## config.mk

```make
export PLATFORM = sky130hd
export DESIGN_NAME = dmairq_ctrl
export DESIGN_NICKNAME = d
export VERILOG_FILES = /design/src/rtl/dmairq_pkg.sv /design/src/rtl/dmairq_type_bank.sv /design/src/rtl/dmairq_regif.sv /design/src/rtl/dmairq_irq_out.sv /design/src/rtl/dmairq_ctrl.sv
export SDC_FILE = /design/constraint.sdc
export NUM_CORES = 1
export LEC_CHECK = 0
export CORE_MARGIN = 2
export CORE_UTILIZATION = 50
export DETAILED_ROUTE_END_ITERATION = 16
export DONT_BUFFER_PORTS = 1
export PLACE_DENSITY = 0.73
export RECOVER_POWER = 100
export SYNTH_ARGS = -nofsm -noshare
export SYNTH_HDL_FRONTEND = slang
export SYNTH_SLANG_ARGS = --single-unit
```

## constraint.sdc

```tcl
create_clock -name clk_i -period 1.84 [get_ports clk_i]
set_input_delay 0.184 -clock clk_i [delete_from_list [all_inputs] [get_ports clk_i]]
set_output_delay 0.184 -clock clk_i [all_outputs]
set_load 0.05 [all_outputs]
```

## src/rtl/dmairq_pkg.sv

```systemverilog
package dmairq_pkg;
  localparam int unsigned EVT_KINDS = 5;
  localparam int unsigned ADDR_W    = 5;

  typedef enum logic [2:0] {
    EK_XFER    = 3'd0,
    EK_BLOCK   = 3'd1,
    EK_SRC_TXN = 3'd2,
    EK_DST_TXN = 3'd3,
    EK_FAULT   = 3'd4
  } evt_kind_e;

  typedef enum logic [1:0] {
    RA_RAW    = 2'd0,
    RA_MASKED = 2'd1,
    RA_ENABLE = 2'd2,
    RA_CLEAR  = 2'd3
  } reg_area_e;

  localparam logic [2:0] GLOBAL_SLOT = 3'd7;
endpackage

```

## src/rtl/dmairq_type_bank.sv

```systemverilog
module dmairq_type_bank #(
  parameter int unsigned NUM_CH = 4
) (
  input  logic              clk_i,
  input  logic              rst_ni,
  input  logic [NUM_CH-1:0] ev_i,
  input  logic [NUM_CH-1:0] clr_i,
  input  logic              en_we_i,
  input  logic [NUM_CH-1:0] en_wdata_i,
  output logic [NUM_CH-1:0] raw_o,
  output logic [NUM_CH-1:0] en_o,
  output logic [NUM_CH-1:0] masked_o
);
  logic [NUM_CH-1:0] raw_q;
  logic [NUM_CH-1:0] en_q;

  // clear first, then event: an event in the clear cycle survives
  always_ff @(posedge clk_i or negedge rst_ni) begin
    if (!rst_ni) begin
      raw_q <= '0;
    end else begin
      raw_q <= (raw_q & ~clr_i) | ev_i;
    end
  end

  always_ff @(posedge clk_i or negedge rst_ni) begin
    if (!rst_ni) begin
      en_q <= '0;
    end else if (en_we_i) begin
      en_q <= en_wdata_i;
    end
  end

  assign raw_o    = raw_q;
  assign en_o     = en_q;
  assign masked_o = raw_q & en_q;

  AST_EVT_LATCHES: assert property (@(posedge clk_i) disable iff (!rst_ni)
    (ev_i != '0) |=> ((raw_q & $past(ev_i)) == $past(ev_i)));

  AST_RAW_STICKY: assert property (@(posedge clk_i) disable iff (!rst_ni)
    (clr_i == '0) |=> ((raw_q & $past(raw_q)) == $past(raw_q)));

  AST_CLR_DROPS: assert property (@(posedge clk_i) disable iff (!rst_ni)
    ((clr_i & ~ev_i) != '0) |=> ((raw_o & $past(clr_i & ~ev_i)) == '0));

  AST_EN_HOLD: assert property (@(posedge clk_i) disable iff (!rst_ni)
    !en_we_i |=> $stable(en_q));
endmodule

```

## src/rtl/dmairq_regif.sv

```systemverilog
module dmairq_regif
  import dmairq_pkg::*;
#(
  parameter int unsigned NUM_CH    = 4,
  parameter int unsigned NUM_KINDS = EVT_KINDS
) (
  input  logic                               clk_i,
  input  logic                               rst_ni,
  input  logic                               wr_i,
  input  logic [ADDR_W-1:0]                  addr_i,
  input  logic [NUM_CH-1:0]                  wdata_i,
  input  logic [NUM_KINDS-1:0][NUM_CH-1:0]   raw_i,
  input  logic [NUM_KINDS-1:0][NUM_CH-1:0]   en_i,
  input  logic                               gen_i,
  output logic [NUM_KINDS-1:0][NUM_CH-1:0]   clr_o,
  output logic [NUM_KINDS-1:0]               en_we_o,
  output logic                               gen_we_o,
  output logic [NUM_CH-1:0]                  rdata_o
);
  reg_area_e  area;
  logic [2:0] slot;
  logic       slot_ok;

  assign area    = reg_area_e'(addr_i[4:3]);
  assign slot    = addr_i[2:0];
  assign slot_ok = (32'(slot) < NUM_KINDS);

  for (genvar k = 0; k < NUM_KINDS; k++) begin : g_dec
    logic hit;
    assign hit        = wr_i && (slot == 3'(k));
    assign en_we_o[k] = hit && (area == RA_ENABLE);
    assign clr_o[k]   = (hit && (area == RA_CLEAR)) ? wdata_i : '0;
  end

  assign gen_we_o = wr_i && (area == RA_ENABLE) && (slot == GLOBAL_SLOT);

  always_comb begin
    rdata_o = '0;
    if (slot_ok) begin
      unique case (area)
        RA_RAW:    rdata_o = raw_i[slot];
        RA_MASKED: rdata_o = raw_i[slot] & en_i[slot];
        RA_ENABLE: rdata_o = en_i[slot];
        default:   rdata_o = '0;
      endcase
    end else if (area == RA_ENABLE && slot == GLOBAL_SLOT) begin
      rdata_o[0] = gen_i;
    end
  end

  AST_ONE_ENABLE_WRITE: assert property (@(posedge clk_i) disable iff (!rst_ni)
    $onehot0({en_we_o, gen_we_o}));

  AST_NO_WRITE_NO_CLEAR: assert property (@(posedge clk_i) disable iff (!rst_ni)
    !wr_i |-> (clr_o == '0));
endmodule

```

## src/rtl/dmairq_irq_out.sv

```systemverilog
module dmairq_irq_out #(
  parameter int unsigned NUM_CH    = 4,
  parameter int unsigned NUM_KINDS = 5
) (
  input  logic                             clk_i,
  input  logic                             rst_ni,
  input  logic [NUM_KINDS-1:0][NUM_CH-1:0] masked_i,
  input  logic                             gen_i,
  output logic [NUM_KINDS-1:0]             irq_kind_o,
  output logic                             irq_any_o
);
  logic [NUM_KINDS-1:0] kind_or;

  for (genvar k = 0; k < NUM_KINDS; k++) begin : g_or
    assign kind_or[k] = |masked_i[k];
  end

  always_ff @(posedge clk_i or negedge rst_ni) begin
    if (!rst_ni) begin
      irq_kind_o <= '0;
      irq_any_o  <= 1'b0;
    end else begin
      irq_kind_o <= kind_or;
      irq_any_o  <= gen_i && (|kind_or);
    end
  end
endmodule

```

## src/rtl/dmairq_ctrl.sv

```systemverilog
module dmairq_ctrl
  import dmairq_pkg::*;
#(
  parameter int unsigned NUM_CH = 4
) (
  input  logic                 clk_i,
  input  logic                 rst_ni,
  input  logic [NUM_CH-1:0]    ev_xfer_i,
  input  logic [NUM_CH-1:0]    ev_block_i,
  input  logic [NUM_CH-1:0]    ev_src_txn_i,
  input  logic [NUM_CH-1:0]    ev_dst_txn_i,
  input  logic [NUM_CH-1:0]    ev_fault_i,
  input  logic                 reg_wr_i,
  input  logic [ADDR_W-1:0]    reg_addr_i,
  input  logic [NUM_CH-1:0]    reg_wdata_i,
  output logic [NUM_CH-1:0]    reg_rdata_o,
  output logic [EVT_KINDS-1:0] irq_kind_o,
  output logic                 irq_any_o
);
  localparam int unsigned NK = EVT_KINDS;

  logic [NK-1:0][NUM_CH-1:0] ev_all;
  logic [NK-1:0][NUM_CH-1:0] clr_all;
  logic [NK-1:0][NUM_CH-1:0] raw_all;
  logic [NK-1:0][NUM_CH-1:0] en_all;
  logic [NK-1:0][NUM_CH-1:0] masked_all;
  logic [NK-1:0]             en_we;
  logic                      gen_we;
  logic                      gen_q;

  assign ev_all[EK_XFER]    = ev_xfer_i;
  assign ev_all[EK_BLOCK]   = ev_block_i;
  assign ev_all[EK_SRC_TXN] = ev_src_txn_i;
  assign ev_all[EK_DST_TXN] = ev_dst_txn_i;
  assign ev_all[EK_FAULT]   = ev_fault_i;

  for (genvar k = 0; k < NK; k++) begin : g_bank
    dmairq_type_bank #(.NUM_CH(NUM_CH)) u_bank (
      .clk_i      (clk_i),
      .rst_ni     (rst_ni),
      .ev_i       (ev_all[k]),
      .clr_i      (clr_all[k]),
      .en_we_i    (en_we[k]),
      .en_wdata_i (reg_wdata_i),
      .raw_o      (raw_all[k]),
      .en_o       (en_all[k]),
      .masked_o   (masked_all[k])
    );
  end

  always_ff @(posedge clk_i or negedge rst_ni) begin
    if (!rst_ni) begin
      gen_q <= 1'b0;
    end else if (gen_we) begin
      gen_q <= reg_wdata_i[0];
    end
  end

  dmairq_regif #(.NUM_CH(NUM_CH), .NUM_KINDS(NK)) u_regif (
    .clk_i    (clk_i),
    .rst_ni   (rst_ni),
    .wr_i     (reg_wr_i),
    .addr_i   (reg_addr_i),
    .wdata_i  (reg_wdata_i),
    .raw_i    (raw_all),
    .en_i     (en_all),
    .gen_i    (gen_q),
    .clr_o    (clr_all),
    .en_we_o  (en_we),
    .gen_we_o (gen_we),
    .rdata_o  (reg_rdata_o)
  );

  dmairq_irq_out #(.NUM_CH(NUM_CH), .NUM_KINDS(NK)) u_irq (
    .clk_i      (clk_i),
    .rst_ni     (rst_ni),
    .masked_i   (masked_all),
    .gen_i      (gen_q),
    .irq_kind_o (irq_kind_o),
    .irq_any_o  (irq_any_o)
  );

  for (genvar k = 0; k < NK; k++) begin : g_chk
    AST_KIND_RISE: assert property (@(posedge clk_i) disable iff (!rst_ni)
      (masked_all[k] != '0) |=> irq_kind_o[k]);
    AST_KIND_FALL: assert property (@(posedge clk_i) disable iff (!rst_ni)
      (masked_all[k] == '0) |=> !irq_kind_o[k]);
  end

  AST_ANY_NEEDS_KIND: assert property (@(posedge clk_i) disable iff (!rst_ni)
    irq_any_o |-> (irq_kind_o != '0));

  AST_ANY_GATED: assert property (@(posedge clk_i) disable iff (!rst_ni)
    !gen_q |=> !irq_any_o);
endmodule

```

### After elaboration in Yosys (flattened, before gate mapping)

Index checks and enable logic that the tools add are counted.

* bits in registers: 47
* bits of input ports: 32
* logic and storage cells: 84

* $lt $le $gt $ge: 2
* eq/ne operators: 8
* mux-type cells: 13
* bitwise gates (word level): 21
* reduce and logical (&&, ||, !) cells: 27

Operators with widths (count)
* AND 4 bit: 11
* two-way mux 4 bit: 7
* binary-select mux 4 bit (select 3 bit): 2
* NOT 4 bit: 5
* OR 4 bit: 5
* OR reduction 20 bit: 1
* OR reduction 4 bit: 5
* logical AND 1 bit: 19
* case mux 4 bit (3 select lines): 1
* equality test 3 x 2 -> 1 bit (second input constant): 2
* equality test 3 bit (second input constant): 2
* equality test 2 bit (second input constant): 2
* < comparator 3 x 4 -> 1 bit (second input constant): 1
* equality test 3 x 1 -> 1 bit (second input constant): 1
* logical NOT 3 bit: 1
* < comparator 3 bit (second input constant): 1
* two-way mux 3 bit: 1
* equality test 2 x 1 -> 1 bit (second input constant): 1
* logical NOT 2 bit: 1
* two-way mux 1 bit: 2

### Longest topological paths before layout

* depth in word-level cells: 7
* gate-level depth with buffers: 6

### Modules after synthesis

A second synthesis with hierarchy kept.

* cells, all modules: 235
* area, all modules: 2537.4 µm²

Modules (own cells, without submodules)
* dmairq_type_bank: times used 5, cells each 24, area each 315.3 µm²
* dmairq_regif: times used 1, cells each 99, area each 704.4 µm²
* dmairq_irq_out: times used 1, cells each 14, area each 216.5 µm²
* dmairq_ctrl: times used 1, cells each 2, area each 40.0 µm²

### Worst setup path before layout

No wires, ideal clock.

* path kind: input port to output port
* start: in reg_addr_i[4]
* end: out reg_rdata_o[1]
* arrival: 1.852 ns
* data required time: 1.656 ns
* slack: -0.196 ns
* stages on the path: 5
* path buffers: 1
* cell sequence: clkbuf_2 > or3b_2 > o22ai_1 > a221oi_1 > a2bb2oi_1

* word-level cells in the longest chain between the ends: 3
* elaborated cells on any way between the ends: 5
* classes of those cells: eq/ne (2); mux (2); reduce/logical (1)

RTL lines
* from (decl): RTL line dmairq_ctrl.sv:14 `input logic [ADDR_W-1:0] reg_addr_i,`
* equality test 2 bit (tied with other cells): RTL line dmairq_regif.sv:40 `unique case (area)`
* case mux 4 bit (3 select lines) *: RTL line dmairq_regif.sv:40
* two-way mux 3 bit *: RTL line dmairq_regif.sv:39 `if (slot_ok) begin`
* to (decl): RTL line dmairq_ctrl.sv:16 `output logic [NUM_CH-1:0] reg_rdata_o,`

Mark *: on every way between the ends. The rest lies on a longest branch, timed or not.

### Worst setup path after layout

* start: reg g_bank[3].u_bank.raw_q[0]
* end: out reg_rdata_o[0]

* word-level cells in the longest chain between the ends: 5

RTL lines
* from (decl): RTL line dmairq_type_bank.sv:14 `logic [NUM_CH-1:0] raw_q;`
* from (signal assigned): RTL line dmairq_type_bank.sv:22 `raw_q <= (raw_q & ~clr_i) | ev_i;`
* binary-select mux 4 bit (select 3 bit) *: RTL line dmairq_regif.sv:41, dmairq_regif.sv:42
* two-way mux 4 bit (implied by the code) *: RTL line dmairq_regif.sv:41, dmairq_regif.sv:42
* AND 4 bit: RTL line dmairq_regif.sv:42 `RA_MASKED: rdata_o = raw_i[slot] & en_i[slot];`
* case mux 4 bit (3 select lines) *: RTL line dmairq_regif.sv:40
* two-way mux 1 bit *: RTL line dmairq_regif.sv:39

Mark *: on every way between the ends. The rest lies on a longest branch, timed or not. The select of a mux whose other input is x is not followed.

==> key figures <==
Critical path
  • R2R Path Start: g_bank[2].u_bank.en_o[2]$_DFFE_PN0P_
  • Critical path type: flip-flop to primary output
  • Worst R2R Setup Slack: 0.22 ns
  • Reg2Reg Depth: 4
  • R2R Path End: u_irq.irq_any_o$_DFF_PN0_
  • Critical path required time: 1.66 ns
  • Setup crit start kind: flip-flop
  • Crit path DAT: 1.70 ns
  • CP Max Fanout: 3
  • Crit end category: primary output

Routing
  • DRT iter0 DRCs: 129
  • Post-DR wirelength/cell: 19.4 um
  • Vias: 1885
  • First-pass iteration count of the detailed router: 4
  • # DRC: 0
  • Routed WL: 5810 um
  • Routed vias/inst: 6.30
  • Final ANT Viol Nets: 0

Timing
  • Hold slack: 0.0230 ns
  • Slew @ Worst Pin: 1.13 ns
  • Setup ws final: -0.0454 ns
  • Final Max Tran Viols: 0
  • Relative slew slack: 0.245
  • Final Hold Vio Count: 0
  • Final period util: 1.02
  • Tmin final: 1.89 ns
  • Fmax: 530 MHz
  • RSZ-0062 raised after global routing: true
  • Clk_skew: 0.00827 ns
  • Setup violations, final: 1
  • Setup TNS: -0.0454 ns

Worst hold path
  • Hold EP: g_bank[1].u_bank.en_o[2]$_DFFE_PN0P_
  • Hold path cells: 1
  • Worst hold path class: primary input to flip-flop
  • Min-Delay Startpoint: reg_wdata_i[2]

Die
  • Top Ports: 42
  • DIE AREA: 5390 um2
  • Die Ht: 73.4 um
  • Initial core utilization: 0.513
  • Core Area: 4690 um2
  • Die Wd: 73.4 um
  • FP Rows: 25

GRT
  • Total grt overflow: 0
  • Largest net degree at the start of global routing: 48
  • First-pass GRT wire length: 9200 um
  • Overall routing resource usage: 0.231
  • Vias in the first global route: 1786
  • Initial antenna violation count: 0

Synthesis
  • Yosys top cell area share: 0.488
  • Main area contributors after synthesis: dfrtp_1 49%, mux2_2 9.4%, nand2_1 6.4%
  • Post-Syn Area: 2410 um2
  • Most frequent cell after synthesis: dfrtp_1
  • Ys Warns: 0
  • Avg Cell Area, Syn: 10.8 um2
  • Post-synth EDFFs: 0
  • Synth Register Bits: 47
  • Post-synthesis cell count: 222
  • Synth cell types: 45
  • Area leader, netlist: dfrtp_1
  • Seq/Total Area, Yosys: 0.488
  • Most frequent cells after synthesis: 47 x dfrtp_1, 41 x nand2_1, 20 x a21o_1, 20 x mux2_2
  • Synthesized net count: 254
  • Ys async rst share: 1.00
  • Main flop type after synthesis: dfrtp_1

Run status
  • Outcome: finished with violations
  • Failing checks: negative setup slack

Layout
  • P&R area growth vs syn: 16.3%
  • Fillers: 394
  • Register area: 1180 um2
  • Final core occ: 0.597
  • Nets: 276
  • Layout cells sized above 1: 0.212
  • Ant diodes: 0
  • Layout Cells excl Fill: 299
  • Multi-input gate area: 1210 um2

Placement
  • Routability cong.: 0.951
  • Dpl hpwl: 4140 um
  • # placed instances: 268
  • IO buf count: 0

Power
  • Power Total: 2.44 mW
  • Power density over the cells: 873 nW/um2
  • Leak: 1.10 nW
  • Peak VDD IR: 487 uV

Clocking
  • Num CTS Buffers: 5
  • H-tree depth: 2
  • Clk root buf: clkbuf_8
  • CTS tree: built
  • CTS clk-pin slew, worst paths: 0.09 ns
  • Max Root-Sink Buffers: 2
  • Total clock sinks: 47
  • Worst-Skew Late Latency: 0.30 ns

Flow run
  • Max-cap violation count: 0
-- logic make-up after synthesis --
| family | share of synthesized area |
|---|---|
| buffers and inverters | 0.0265 |
| AOI/OAI and AO/OA | 0.183 |
| and+or+nand+nor | 0.132 |
| DFF | 0.488 |
| muxes | 0.169 |
-- metrics by stage --
stage / area (um2) / setup slack, ns
6_report: 2800 / -0.0454
5_1_grt: 2800 / -0.0751
4_1_cts: 2810 / -0.0113
3_5_place_dp: 2470 / 0.227
3_3_place_gp: 2470 / 0.273
2_1_floorplan: 2430 / 0.0881
-- metal layers --
layer | vias up | share of wire | global-route usage
li1 | 862 | - | -
met1 | 925 | 0.41 | 0.309
met2 | 86 | 0.47 | 0.352
met3 | 12 | 0.096 | 0.0809
met4 | 0 | 0.024 | 0.0768
met5 | - | 0 | 0
-- worst max path at each step --
stage               cells after the start                                  from                        end
floorplan                               5                         reg_addr_i[4]             reg_rdata_o[1]
global placement                        4   g_bank[3].u_bank.raw_o[0]$_DFF_PN0_             reg_rdata_o[0]
detailed placement                      4  g_bank[2].u_bank.en_o[2]$_DFFE_PN0P_  u_irq.irq_any_o$_DFF_PN0_
CTS                                     4   g_bank[3].u_bank.raw_o[0]$_DFF_PN0_             reg_rdata_o[0]
global route                            4   g_bank[3].u_bank.raw_o[0]$_DFF_PN0_             reg_rdata_o[0]
finish                                  4   g_bank[3].u_bank.raw_o[0]$_DFF_PN0_             reg_rdata_o[0]
-- where the power goes --
part           switching, mW  total (mW)  internal, mW
Clock                  0.350       0.617         0.268
Combinational          0.193       0.422         0.229
Sequential             0.244        1.41          1.16
Total                  0.787        2.44          1.66
-- critical path: stages (launching register included) --
cell,delay (ns)
dfrtp_1,0.41
mux4_2,0.49
o31ai_2,0.20
a21oi_1,0.07
o31a_2,0.22
-- flip-flops by register name, summed over array words and instances (netlist names) --
name	count
g_bank.u_bank.en_o	20
g_bank.u_bank.raw_o	20
gen_q	1
u_irq.irq_any_o	1
u_irq.irq_kind_o	5
-- cell type report --
class                      instances  area share
sequential                        47       0.420
timing repair buffer              27      0.0889
multi-input combinational        161       0.433
tap                               54      0.0241
inverter                           2     0.00268
clock buffer                       5      0.0246
clock inverter                     3     0.00670
-- repair_timing --
| item | CTS | global route |
|---|---|---|
| hold endpoints to repair | 67 | 0 |
| buffers inserted | 0 | 1 |
| hold buffers | 22 | 0 |
| gates resized for setup | 4 | 2 |
| setup endpoints to repair | 3 | 3 |
-- placed cells by master (no fill, tap or decap), drive strengths merged, types with 6 or more instances in the layout --
master,netlist,final
a21o,20,20
nor2,6,6
mux2,24,24
a22oi,10,10
mux2i,10,10
dlygate4sd3,0,21
nand2,42,42
a221oi,6,6
o22ai,6,6
clkbuf,3,7
dfrtp,47,47
No activity file was read; power rests on OpenSTA's default activity.
